$ cat config.mk
export PLATFORM = sky130hd
export DESIGN_NAME = dds_tone_gen
export DESIGN_NICKNAME = d
export VERILOG_FILES = /design/src/rtl/dds_pkg.sv /design/src/rtl/dds_regs.sv /design/src/rtl/dds_prescaler.sv /design/src/rtl/dds_channel.sv /design/src/rtl/dds_tone_gen.sv
export SDC_FILE = /design/constraint.sdc
export NUM_CORES = 1
export LEC_CHECK = 0
export BUFFER_PORTS_ARGS = -buffer_cell sky130_fd_sc_hd__buf_2
export CAP_MARGIN = 10
export CORE_MARGIN = 4
export CORE_UTILIZATION = 50
export CTS_BUF_LIST = sky130_fd_sc_hd__clkbuf_16
export DETAILED_ROUTE_END_ITERATION = 16
export PLACE_DENSITY = 0.7
export SLEW_MARGIN = 0
export SYNTH_ARGS = -nofsm -noshare
export SYNTH_HDL_FRONTEND = slang
export SYNTH_SLANG_ARGS = --single-unit
$ cat constraint.sdc
create_clock -name clk_i -period 4.3 [get_ports clk_i]
set_clock_uncertainty 0.1 [all_clocks]
set_input_delay 0.86 -clock clk_i [delete_from_list [all_inputs] [get_ports clk_i]]
set_output_delay 0.86 -clock clk_i [all_outputs]
set_load 0.03 [all_outputs]
$ cat src/rtl/dds_pkg.sv
package dds_pkg;
  localparam int unsigned CTRL_W   = 32;
  localparam int unsigned FLD_W    = 10;
  localparam int unsigned FLD_BASE = 1;
  localparam int unsigned F_MODE   = 0;
  localparam int unsigned F_POL    = 1;
  localparam int unsigned F_OE     = 2;
  localparam int unsigned F_STAT   = 3;
  localparam int unsigned F_PRE    = 4;
  localparam int unsigned F_PLS    = 7;

  typedef struct packed {
    logic [2:0] pls;
    logic [2:0] pre;
    logic       oe;
    logic       pol;
    logic       mode;
  } ch_cfg_t;

  // log2 of the divide ratio for each prescaler code
  function automatic logic [3:0] pre_exp(input logic [2:0] code);
    case (code)
      3'd0:    return 4'd1;
      3'd1:    return 4'd2;
      3'd2:    return 4'd3;
      3'd3:    return 4'd6;
      3'd4:    return 4'd7;
      3'd5:    return 4'd10;
      3'd6:    return 4'd11;
      default: return 4'd12;
    endcase
  endfunction

  // pulse length minus one, in ticks
  function automatic logic [7:0] pls_last(input logic [2:0] code);
    logic [8:0] v;
    v = (9'd2 << code) - 9'd1;
    return v[7:0];
  endfunction
endpackage

$ cat src/rtl/dds_regs.sv
module dds_regs
  import dds_pkg::*;
#(
  parameter int unsigned NUM_CH = 3,
  parameter int unsigned ACC_W  = 20,
  parameter int unsigned ADDR_W = 2
) (
  input  logic                           clk_i,
  input  logic                           rst_ni,
  input  logic                           we_i,
  input  logic [ADDR_W-1:0]              addr_i,
  input  logic [CTRL_W-1:0]              wdata_i,
  input  logic [NUM_CH-1:0]              lvl_i,
  output logic                           en_o,
  output ch_cfg_t [NUM_CH-1:0]           cfg_o,
  output logic [NUM_CH-1:0][ACC_W-1:0]   tw_o,
  output logic [CTRL_W-1:0]              rdata_o
);
  logic                         en_q;
  ch_cfg_t [NUM_CH-1:0]         cfg_q;
  logic [NUM_CH-1:0][ACC_W-1:0] tw_q;
  logic                         unused_wd;

  assign unused_wd = ^wdata_i;

  always_ff @(posedge clk_i or negedge rst_ni) begin
    if (!rst_ni) begin
      en_q  <= 1'b0;
      cfg_q <= '0;
      tw_q  <= '0;
    end else if (we_i) begin
      if (addr_i == '0) begin
        en_q <= wdata_i[0];
        for (int c = 0; c < int'(NUM_CH); c++) begin
          cfg_q[c].mode <= wdata_i[FLD_BASE + FLD_W*c + F_MODE];
          cfg_q[c].pol  <= wdata_i[FLD_BASE + FLD_W*c + F_POL];
          cfg_q[c].oe   <= wdata_i[FLD_BASE + FLD_W*c + F_OE];
          cfg_q[c].pre  <= wdata_i[FLD_BASE + FLD_W*c + F_PRE +: 3];
          cfg_q[c].pls  <= wdata_i[FLD_BASE + FLD_W*c + F_PLS +: 3];
        end
      end
      for (int c = 0; c < int'(NUM_CH); c++) begin
        if (addr_i == ADDR_W'(c + 1)) tw_q[c] <= wdata_i[ACC_W-1:0];
      end
    end
  end

  always_comb begin
    rdata_o = '0;
    if (addr_i == '0) begin
      rdata_o[0] = en_q;
      for (int c = 0; c < int'(NUM_CH); c++) begin
        rdata_o[FLD_BASE + FLD_W*c + F_MODE]   = cfg_q[c].mode;
        rdata_o[FLD_BASE + FLD_W*c + F_POL]    = cfg_q[c].pol;
        rdata_o[FLD_BASE + FLD_W*c + F_OE]     = cfg_q[c].oe;
        rdata_o[FLD_BASE + FLD_W*c + F_STAT]   = lvl_i[c];
        rdata_o[FLD_BASE + FLD_W*c + F_PRE +: 3] = cfg_q[c].pre;
        rdata_o[FLD_BASE + FLD_W*c + F_PLS +: 3] = cfg_q[c].pls;
      end
    end
    for (int c = 0; c < int'(NUM_CH); c++) begin
      if (addr_i == ADDR_W'(c + 1)) rdata_o[ACC_W-1:0] = tw_q[c];
    end
  end

  assign en_o  = en_q;
  assign cfg_o = cfg_q;
  assign tw_o  = tw_q;
endmodule

$ cat src/rtl/dds_prescaler.sv
module dds_prescaler #(
  parameter int unsigned PRE_W = 12
) (
  input  logic             clk_i,
  input  logic             rst_ni,
  input  logic             run_i,
  output logic [PRE_W-1:0] cnt_o
);
  logic [PRE_W-1:0] cnt_q;

  always_ff @(posedge clk_i or negedge rst_ni) begin
    if (!rst_ni)    cnt_q <= '0;
    else if (run_i) cnt_q <= cnt_q + 1'b1;
    else            cnt_q <= '0;
  end

  assign cnt_o = cnt_q;
endmodule

$ cat src/rtl/dds_channel.sv
module dds_channel
  import dds_pkg::*;
#(
  parameter int unsigned ACC_W = 20,
  parameter int unsigned PRE_W = 12,
  parameter int unsigned PLS_W = 8
) (
  input  logic             clk_i,
  input  logic             rst_ni,
  input  logic             en_i,
  input  ch_cfg_t          cfg_i,
  input  logic [ACC_W-1:0] tw_i,
  input  logic [PRE_W-1:0] pre_cnt_i,
  output logic             tick_o,
  output logic [ACC_W-1:0] acc_o,
  output logic             lvl_o
);
  logic [ACC_W-1:0] acc_q;
  logic             tgl_q;
  logic             pact_q;
  logic [PLS_W-1:0] pcnt_q;
  logic [PRE_W-1:0] mask;
  logic [ACC_W:0]   sum;
  logic             tick, carry, start, raw;

  // ratio 4096 wraps the shift to zero, so the mask becomes all ones
  assign mask  = (PRE_W'(1) << pre_exp(cfg_i.pre)) - PRE_W'(1);
  assign tick  = en_i && ((pre_cnt_i & mask) == mask);
  assign sum   = {1'b0, acc_q} + {1'b0, tw_i};
  assign carry = sum[ACC_W];
  assign start = tick && carry && !tgl_q;

  always_ff @(posedge clk_i or negedge rst_ni) begin
    if (!rst_ni) begin
      acc_q  <= '0;
      tgl_q  <= 1'b0;
      pact_q <= 1'b0;
      pcnt_q <= '0;
    end else if (!en_i) begin
      acc_q  <= '0;
      tgl_q  <= 1'b0;
      pact_q <= 1'b0;
      pcnt_q <= '0;
    end else if (tick) begin
      acc_q <= sum[ACC_W-1:0];
      if (carry) tgl_q <= !tgl_q;
      if (start) begin
        pact_q <= 1'b1;
        pcnt_q <= PLS_W'(pls_last(cfg_i.pls));
      end else if (pact_q) begin
        if (pcnt_q == '0) pact_q <= 1'b0;
        else              pcnt_q <= pcnt_q - 1'b1;
      end
    end
  end

  assign raw    = en_i && (cfg_i.mode ? pact_q : tgl_q);
  assign lvl_o  = raw ^ cfg_i.pol;
  assign tick_o = tick;
  assign acc_o  = acc_q;
endmodule

$ cat src/rtl/dds_tone_gen.sv
module dds_tone_gen
  import dds_pkg::*;
#(
  parameter int unsigned NUM_CH = 3,
  parameter int unsigned ACC_W  = 20,
  parameter int unsigned PRE_W  = 12,
  parameter int unsigned PLS_W  = 8,
  localparam int unsigned ADDR_W = $clog2(NUM_CH + 1)
) (
  input  logic              clk_i,
  input  logic              rst_ni,
  input  logic              reg_we_i,
  input  logic [ADDR_W-1:0] reg_addr_i,
  input  logic [CTRL_W-1:0] reg_wdata_i,
  output logic [CTRL_W-1:0] reg_rdata_o,
  output logic [NUM_CH-1:0] tone_o
);
  logic                         glb_en;
  ch_cfg_t [NUM_CH-1:0]         ch_cfg;
  logic [NUM_CH-1:0][ACC_W-1:0] ch_tw;
  logic [NUM_CH-1:0][ACC_W-1:0] ch_acc;
  logic [NUM_CH-1:0]            ch_tick;
  logic [NUM_CH-1:0]            ch_lvl;
  logic [PRE_W-1:0]             pre_cnt;

  dds_regs #(
    .NUM_CH(NUM_CH), .ACC_W(ACC_W), .ADDR_W(ADDR_W)
  ) i_regs (
    .clk_i   (clk_i),
    .rst_ni  (rst_ni),
    .we_i    (reg_we_i),
    .addr_i  (reg_addr_i),
    .wdata_i (reg_wdata_i),
    .lvl_i   (ch_lvl),
    .en_o    (glb_en),
    .cfg_o   (ch_cfg),
    .tw_o    (ch_tw),
    .rdata_o (reg_rdata_o)
  );

  dds_prescaler #(.PRE_W(PRE_W)) i_pre (
    .clk_i  (clk_i),
    .rst_ni (rst_ni),
    .run_i  (glb_en),
    .cnt_o  (pre_cnt)
  );

  for (genvar c = 0; c < NUM_CH; c++) begin : g_ch
    dds_channel #(
      .ACC_W(ACC_W), .PRE_W(PRE_W), .PLS_W(PLS_W)
    ) i_ch (
      .clk_i     (clk_i),
      .rst_ni    (rst_ni),
      .en_i      (glb_en),
      .cfg_i     (ch_cfg[c]),
      .tw_i      (ch_tw[c]),
      .pre_cnt_i (pre_cnt),
      .tick_o    (ch_tick[c]),
      .acc_o     (ch_acc[c]),
      .lvl_o     (ch_lvl[c])
    );
    assign tone_o[c] = ch_cfg[c].oe & ch_lvl[c];
  end
endmodule

==> results.sh, run 1 <==
export IMPL_chipWidth_um=162
export IMPL_tritoncts="yes"
export IMPL_critPathMaxFanout=8
export IMPL_nNetsFinal=1347
export IMPL_io_buffers=68
export IMPL_first_global_vias=9032
export IMPL_sequential_power_share_pct=43.6
export IMPL_post_dp_hpwl_mm=20.7
export IMPL_root_buffer="sky130_fd_sc_hd__clkbuf_16"
export IMPL_crit_path_cell_trace="ha_1 -> fa_1 -> a211oi_1 -> o21ai_0 -> a31oi_1 -> o22ai_1 -> o2bb2ai_1 -> and3_1 -> mux2i_1 -> ha_1 -> nand2_1 -> or3_1 -> nor3_1 -> a31oi_1 -> o211ai_1"
export IMPL_power_per_cell_area_nw_per_um2=379
export IMPL_die_area_um2=26200
export IMPL_relSlewSlack_pct=37.6
export IMPL_viasPerCell=5.90
export IMPL_combined_area_of_all_synthesized_cells_um2=11900
export IMPL_routed_via_count=9270
export IMPL_wire_per_inst_um=18.4
export IMPL_crit_path_launch_type="flop"
export IMPL_layout_worst_path_cycle_share_pct=93.6
export IMPL_critPathRequiredTime_ns=4.56
export IMPL_min_period_ns=4.02
export IMPL_gr_total_overflow=0
export IMPL_cts_buffers_inserted=17
export IMPL_netSwitchingPower_mw=1.74
export IMPL_maximum_number_of_pins_on_one_net_before_global_route_repair=82
export IMPL_routabilityCongestion=0.920
export IMPL_die_height_um=162
export IMPL_cellLeakagePower_nw=5.90
export IMPL_yosysSeqAreaShare_pct=40.1
export IMPL_synthArstFlopShare_pct=100
export IMPL_insertion_delay_ns=0.45
export IMPL_fin_util_pct=56.4
export IMPL_setup_tns_ns=0
export IMPL_grt_util_all_layers_pct=22.4
export IMPL_timing_hold_violations_final=0
export IMPL_drtIter0Drc=665
export IMPL_synth_enable_flop_cells=0
export IMPL_critical_path_max_stage_delay_ns=0.45
export IMPL_crit_path_end_kind="flop"
export IMPL_cts_clk_pin_slew_worst_paths_ns=0.08
export IMPL_ys_dominant_reg_cell="sky130_fd_sc_hd__dfrtp_1"
export IMPL_setup_violations_final=0
export IMPL_drc_errors=0
export IMPL_timing_final_max_slew_violations=0
export IMPL_antenna_violations_before_repair=0
export IMPL_max_clock_freq_mhz=248
export IMPL_cts_sinks=190
export IMPL_worst_endpoint_arrival_ns=4.29
export IMPL_cts_htree_levels=4
export IMPL_postRouteWirelength_mm=28.9
export IMPL_antenna_left=0
export IMPL_layout_filler_cells=2093
export IMPL_syn_avg_cell_area_um2=10.0
export IMPL_timing_worst_slew_pin_value_ns=0.935
export IMPL_initial_cell_density_of_the_core_pct=50.7
export IMPL_worstHoldPathType="in2async"
export IMPL_drive_above_1_share_pct=20.8
export IMPL_share_of_power_burned_in_the_clock_network_pct=31.4
export IMPL_postSynthRegisterBits=190
export IMPL_status="finished, final reports clean"
export IMPL_synth_cells=1184
export IMPL_core_area_um2=23400
export IMPL_cap_viol_max_count=0
export IMPL_cts_hold_buffers=0
export IMPL_critical_path_class="reg2reg"
export IMPL_power_share_combinational_pct=25.1
export IMPL_cts_path_max_buffers=2
export IMPL_register_area_um2=4750
export IMPL_ys_warnings_count=0
export IMPL_netlist_cell_types=71
export IMPL_p_sw_share_pct=34.8
export IMPL_drt_pre_antenna_iters=6
export IMPL_cell_internal_pwr_mw=3.27
export IMPL_synthToLayoutAreaGrowth_pct=11.4
export IMPL_multi_input_comb_area_um2=6850
export IMPL_grt_first_pass_wirelength_mm=47.4
export IMPL_max_vdd_ir_drop_uv=205
export IMPL_n_antenna_cell=0
export IMPL_floorplan_rows=56
export IMPL_io_pin_count=72
export IMPL_crit_slowest_cell="sky130_fd_sc_hd__fa_1"
## power by group through the flow
stage               Sequential, mW  Combinational (mW)  Clock (mW)
floorplan                     2.10               0.952           0
global placement              2.21                1.21           0
detailed placement            2.22                1.24           0
CTS                           2.18                1.25        1.60
global route                  2.21                1.38        1.66
finish                        2.18                1.25        1.57
## per-layer routing
layer | share of wire [%] | track usage (%) | up-vias
li1 | - | - | 4445
met1 | 47 | 31.7 | 4567
met2 | 46 | 35.3 | 205
met3 | 3.9 | 3.30 | 53
met4 | 2.9 | 8.30 | 0
met5 | 0 | 0 | -
## synthesized netlist by cell type, types with 11 or more instances
library cell	instances	area [um2]
sky130_fd_sc_hd__a211oi_1	19	143
sky130_fd_sc_hd__a21o_1	23	173
sky130_fd_sc_hd__a21oi_1	70	350
sky130_fd_sc_hd__a31oi_1	13	81.3
sky130_fd_sc_hd__and2_1	17	106
sky130_fd_sc_hd__clkbuf_1	47	176
sky130_fd_sc_hd__dfrtp_1	190	4750
sky130_fd_sc_hd__ha_1	67	838
sky130_fd_sc_hd__inv_1	17	63.8
sky130_fd_sc_hd__mux2_2	87	980
sky130_fd_sc_hd__mux2i_1	39	390
sky130_fd_sc_hd__mux4_2	20	450
sky130_fd_sc_hd__nand2_1	90	338
sky130_fd_sc_hd__nand3_1	38	190
sky130_fd_sc_hd__nand4_1	11	68.8
sky130_fd_sc_hd__nor2_1	111	417
sky130_fd_sc_hd__nor2b_1	11	68.8
sky130_fd_sc_hd__nor3_1	23	115
sky130_fd_sc_hd__o211ai_1	15	113
sky130_fd_sc_hd__o21ai_0	54	270
sky130_fd_sc_hd__or3_1	16	100
sky130_fd_sc_hd__xnor2_1	36	315
sky130_fd_sc_hd__xor2_1	25	219
## area by class of cell
cell class,count,share of cell area (%)
multi-input cells,916,51.8
clock buffers,17,3.22
well taps,319,3.02
clock inverters,15,1.13
flip-flops and latches,190,36.0
repair buffers,97,4.29
inverters,18,0.512
## final timing paths
kind | depth (start not counted) | to | slack (ns) | start
worst min register to register | 2 | g_ch[2].i_ch.acc_o[16] | 0.41 | g_ch[2].i_ch.acc_o[16]
worst max register to register | 15 | g_ch[2].i_ch.pcnt_q[6] | 0.28 | i_regs.tw_o[40]
worst max-delay path | 15 | g_ch[2].i_ch.pcnt_q[6] | 0.28 | i_regs.tw_o[40]
max in group asynchronous | 2 | i_regs.tw_o[33] | 2.83 | rst_ni
min in group clk_i | 2 | g_ch[2].i_ch.acc_o[16] | 0.41 | g_ch[2].i_ch.acc_o[16]
worst min-delay path | 1 | g_ch[0].i_ch.pcnt_q[5] | 0.33 | rst_ni
## layout by cell type, fill, tap and decap left out, drive strengths merged, types with 8 or more instances in the layout
cell type	count
dfrtp	190
nor2	111
buf	96
nand2	91
mux2	88
a21oi	72
ha	67
o21ai	54
mux2i	39
nand3	38
xnor2	36
inv	27
xor2	25
nor3	24
a21o	23
mux4	20
a211oi	19
clkbuf	18
and2	17
or3	16
o211ai	15
a31oi	13
nand4	12
nor2b	11
o22ai	9
nand2b	9
or2	8
## through the flow
step | hold slack (ns) | cells | power, mW | area (um2) | worst slack [ns]
after floorplan | 0.376 | 1186 | 3.05 | 11900 | 0.265
after global placement | 0.396 | 1539 | 3.42 | 12600 | 0.226
after detailed placement | 0.402 | 1539 | 3.46 | 12600 | 0.0429
after CTS | 0.376 | 1571 | 5.03 | 13200 | 0.0324
after global routing | 0.403 | 1572 | 5.25 | 13200 | -0.0149
final | 0.332 | 1572 | 5.01 | 13200 | 0.275
## logic make-up (layout without fill, tap and decap cells)
logic type      count (synthesis)  in the layout  synth area share, %
compound gates                266            266                 14.6
xor+xnor                       61             61                 4.51
fa+ha+maj                      70             70                 7.58
buf+inv                        80            147                 2.66
flops                         190            190                 40.1
mux                           147            147                 15.4
other cells                     2              4               0.0633
simple gates                  368            368                 15.0
## worst max-delay path, delay by kind of cell, from the launching register on
family	cells	cell delay [ns]
AO/OA/AOI/OAI	7	1.40
adder cells (fa/ha/maj)	3	1.02
AND/OR/NAND/NOR	4	0.83
flip-flops	1	0.40
multiplexers	1	0.18
## sequential cells by signal (all words and copies together) (netlist names)
register	cells
g_ch.i_ch.acc_o	60
g_ch.i_ch.pact_q	3
g_ch.i_ch.pcnt_q	24
g_ch.i_ch.tgl_q	3
i_pre.cnt_o	12
i_regs.cfg_o	27
i_regs.en_o	1
i_regs.tw_o	60
## timing repair
| item | in CTS | in global routing |
|---|---|---|
| buffers inserted | 0 | 1 |
| endpoints found under the setup margin | 0 | 3 |
| gates resized for setup | 0 | 5 |
Note: power is estimated with default switching activity, not from simulation.
==> inputs of run 2 (changes only) <==
- SYNTH_HIERARCHICAL: unset -> 1
==> run 2 against run 1 <==
  * Synthesized cell count up 4.1%
  * Clock power increased by 4%
  * Via count rose by 8.9%
  * Utilization fell by 0.087 points
  * Sequential power is 2% higher
  * Sequential cell count stayed put
  * Non-clock buffer count decreased by 4
  * Power rose by 4.2%
  * Maximum frequency increased by 0.96%
  * First-iteration DRC count grew 16%
  * Setup slack gained 0.038 ns
==> results.sh, run 2 <==
export IMPL_status="finished, final reports clean"
export IMPL_rsz0062_at_grt="no"
export IMPL_cellLeakagePower_nw=6.24
export IMPL_gr_total_overflow=0
export IMPL_placed_cell_area_um2=13200
export IMPL_chipWidth_um=166
export IMPL_post_dp_hpwl_mm=23.0
export IMPL_relSlewSlack_pct=36.6
export IMPL_drc_errors=0
export IMPL_grt_util_all_layers_pct=23.0
export IMPL_worst_endpoint_arrival_ns=4.24
export IMPL_postSynthNetCount=1339
export IMPL_n_antenna_cell=0
export IMPL_mostFrequentLayoutCell="sky130_fd_sc_hd__dfrtp_1"
export IMPL_routabilityCongestion=0.897
export IMPL_io_buffers=68
export IMPL_cts_hold_buffers=0
export IMPL_root_buffer="sky130_fd_sc_hd__clkbuf_16"
export IMPL_die_area_um2=27600
export IMPL_cts_path_max_buffers=2
export IMPL_cts_sinks=190
export IMPL_maximum_number_of_pins_on_one_net_before_global_route_repair=93
export IMPL_cts_buffers_inserted=17
export IMPL_syn_avg_cell_area_um2=10.1
export IMPL_timing_hold_violations_final=0
export IMPL_synth_cells=1232
export IMPL_cts_clk_pin_slew_worst_paths_ns=0.08
export IMPL_drtIter0Drc=773
export IMPL_core_area_um2=24500
export IMPL_finalInstanceArea_um2=13800
export IMPL_combined_area_of_all_synthesized_cells_um2=12500
export IMPL_crit_path_launch_type="flop"
export IMPL_cts_repair_timing_setup_buffer_count=0
export IMPL_critPathMaxFanout=10
export IMPL_worstHoldPathType="in2async"
export IMPL_totalPowerFinal_mw=5.22
export IMPL_nNetsFinal=1401
export IMPL_first_global_vias=9707
export IMPL_drt_pre_antenna_iters=5
export IMPL_power_per_cell_area_nw_per_um2=379
export IMPL_post_cts_resized_instances=0
export IMPL_max_vdd_ir_drop_uv=335
export IMPL_cap_viol_max_count=0
export IMPL_critPathRequiredTime_ns=4.55
export IMPL_floorplan_rows=57
export IMPL_ys_warnings_count=6
export IMPL_drive_above_1_share_pct=21.8
export IMPL_crit_path_end_kind="flop"
export IMPL_die_height_um=166
export IMPL_setup_violations_final=0
export IMPL_setup_tns_ns=0
export IMPL_timing_worst_slew_pin_value_ns=0.950
export IMPL_io_pin_count=72
export IMPL_grt_first_pass_wirelength_mm=52.1
export IMPL_layout_worst_path_cycle_share_pct=92.7
export IMPL_wire_per_inst_um=19.5
export IMPL_layout_filler_cells=2104
export IMPL_min_period_ns=3.99
export IMPL_critical_path_class="reg2reg"
export IMPL_antenna_violations_before_repair=0
export IMPL_max_clock_freq_mhz=251
export IMPL_routed_via_count=10100
export IMPL_timing_final_max_slew_violations=0
export IMPL_antenna_left=0
export IMPL_mostFrequentLayoutCells="sky130_fd_sc_hd__dfrtp_1 (190), sky130_fd_sc_hd__nand2_1 (119), sky130_fd_sc_hd__a21oi_1 (85), sky130_fd_sc_hd__nor2_1 (79), sky130_fd_sc_hd__mux2_2 (70)"
export IMPL_postRouteWirelength_mm=31.8
export IMPL_cts_htree_levels=4
export IMPL_initial_cell_density_of_the_core_pct=51.0
export IMPL_whs_ns=0.379
export IMPL_viasPerCell=6.19
export IMPL_insertion_delay_ns=0.44
export IMPL_tritoncts="yes"
export IMPL_synthToLayoutAreaGrowth_pct=10.4
[run 2: layer usage]
| metal | GRT usage (%) | wire length (um) |
|---|---|---|
| met5 | 0 | 0 |
| met4 | 6.10 | 625 |
| met3 | 2.74 | 1550 |
| met2 | 37.3 | 14900 |
| met1 | 33.1 | 14600 |
[run 2: worst max-delay path: stages, from the launching register on]
cell and delay, ns:
sky130_fd_sc_hd__dfrtp_1 0.49, sky130_fd_sc_hd__or3_1 0.41, sky130_fd_sc_hd__ha_1 0.29, sky130_fd_sc_hd__o221a_2 0.19, sky130_fd_sc_hd__o2111a_1 0.28, sky130_fd_sc_hd__nand4_1 0.17
sky130_fd_sc_hd__a21oi_2 0.48, sky130_fd_sc_hd__mux2i_1 0.25, sky130_fd_sc_hd__ha_1 0.33, sky130_fd_sc_hd__nand2b_1 0.13, sky130_fd_sc_hd__a2111oi_0 0.43, sky130_fd_sc_hd__o21ai_0 0.14
sky130_fd_sc_hd__a41oi_1 0.21
[run 2: path summary, 6_finish.rpt]
check | startpoint | endpoint | slack [ns] | depth (start not counted)
worst max-delay path | i_regs/cfg_o[12] | g_ch[1].i_ch/pcnt_q[2] | 0.31 | 12
worst min-delay path | rst_ni | i_regs/tw_o[1] | 0.38 | 1
max in group asynchronous | rst_ni | g_ch[0].i_ch/acc_o[18] | 2.79 | 2
worst min register to register | g_ch[2].i_ch/acc_o[13] | g_ch[2].i_ch/acc_o[13] | 0.39 | 2
worst max register to register | i_regs/cfg_o[12] | g_ch[1].i_ch/pcnt_q[2] | 0.31 | 12
min in group clk_i | g_ch[2].i_ch/acc_o[13] | g_ch[2].i_ch/acc_o[13] | 0.39 | 2
[run 2: per-stage QoR]
step / setup WS [ns] / utilization [%] / cells
2_1_floorplan: 0.787 / - / 1232
3_3_place_gp: 0.503 / 53.8 / 1599
3_5_place_dp: 0.360 / 53.8 / 1599
4_1_cts: 0.349 / 56.4 / 1631
5_1_grt: 0.0220 / 56.4 / 1631
6_report: 0.314 / 56.4 / 1631
[run 2: report_power, final]
part | leakage (nW) | internal (mW) | switching [mW] | total [mW]
Sequential | 2.46 | 1.96 | 0.271 | 2.23
Clock | 0.303 | 0.805 | 0.836 | 1.64
Combinational | 3.48 | 0.581 | 0.767 | 1.35
[run 2: layout make-up]
type	instances	area [um2]	share of cell area, %
multi-input combinational	966	7340	53.3
sequential	190	4750	34.5
timing repair buffer	93	549	3.98
clock buffer	17	425	3.09
tap	324	405	2.94
clock inverter	15	209	1.52
inverter	26	98.8	0.717
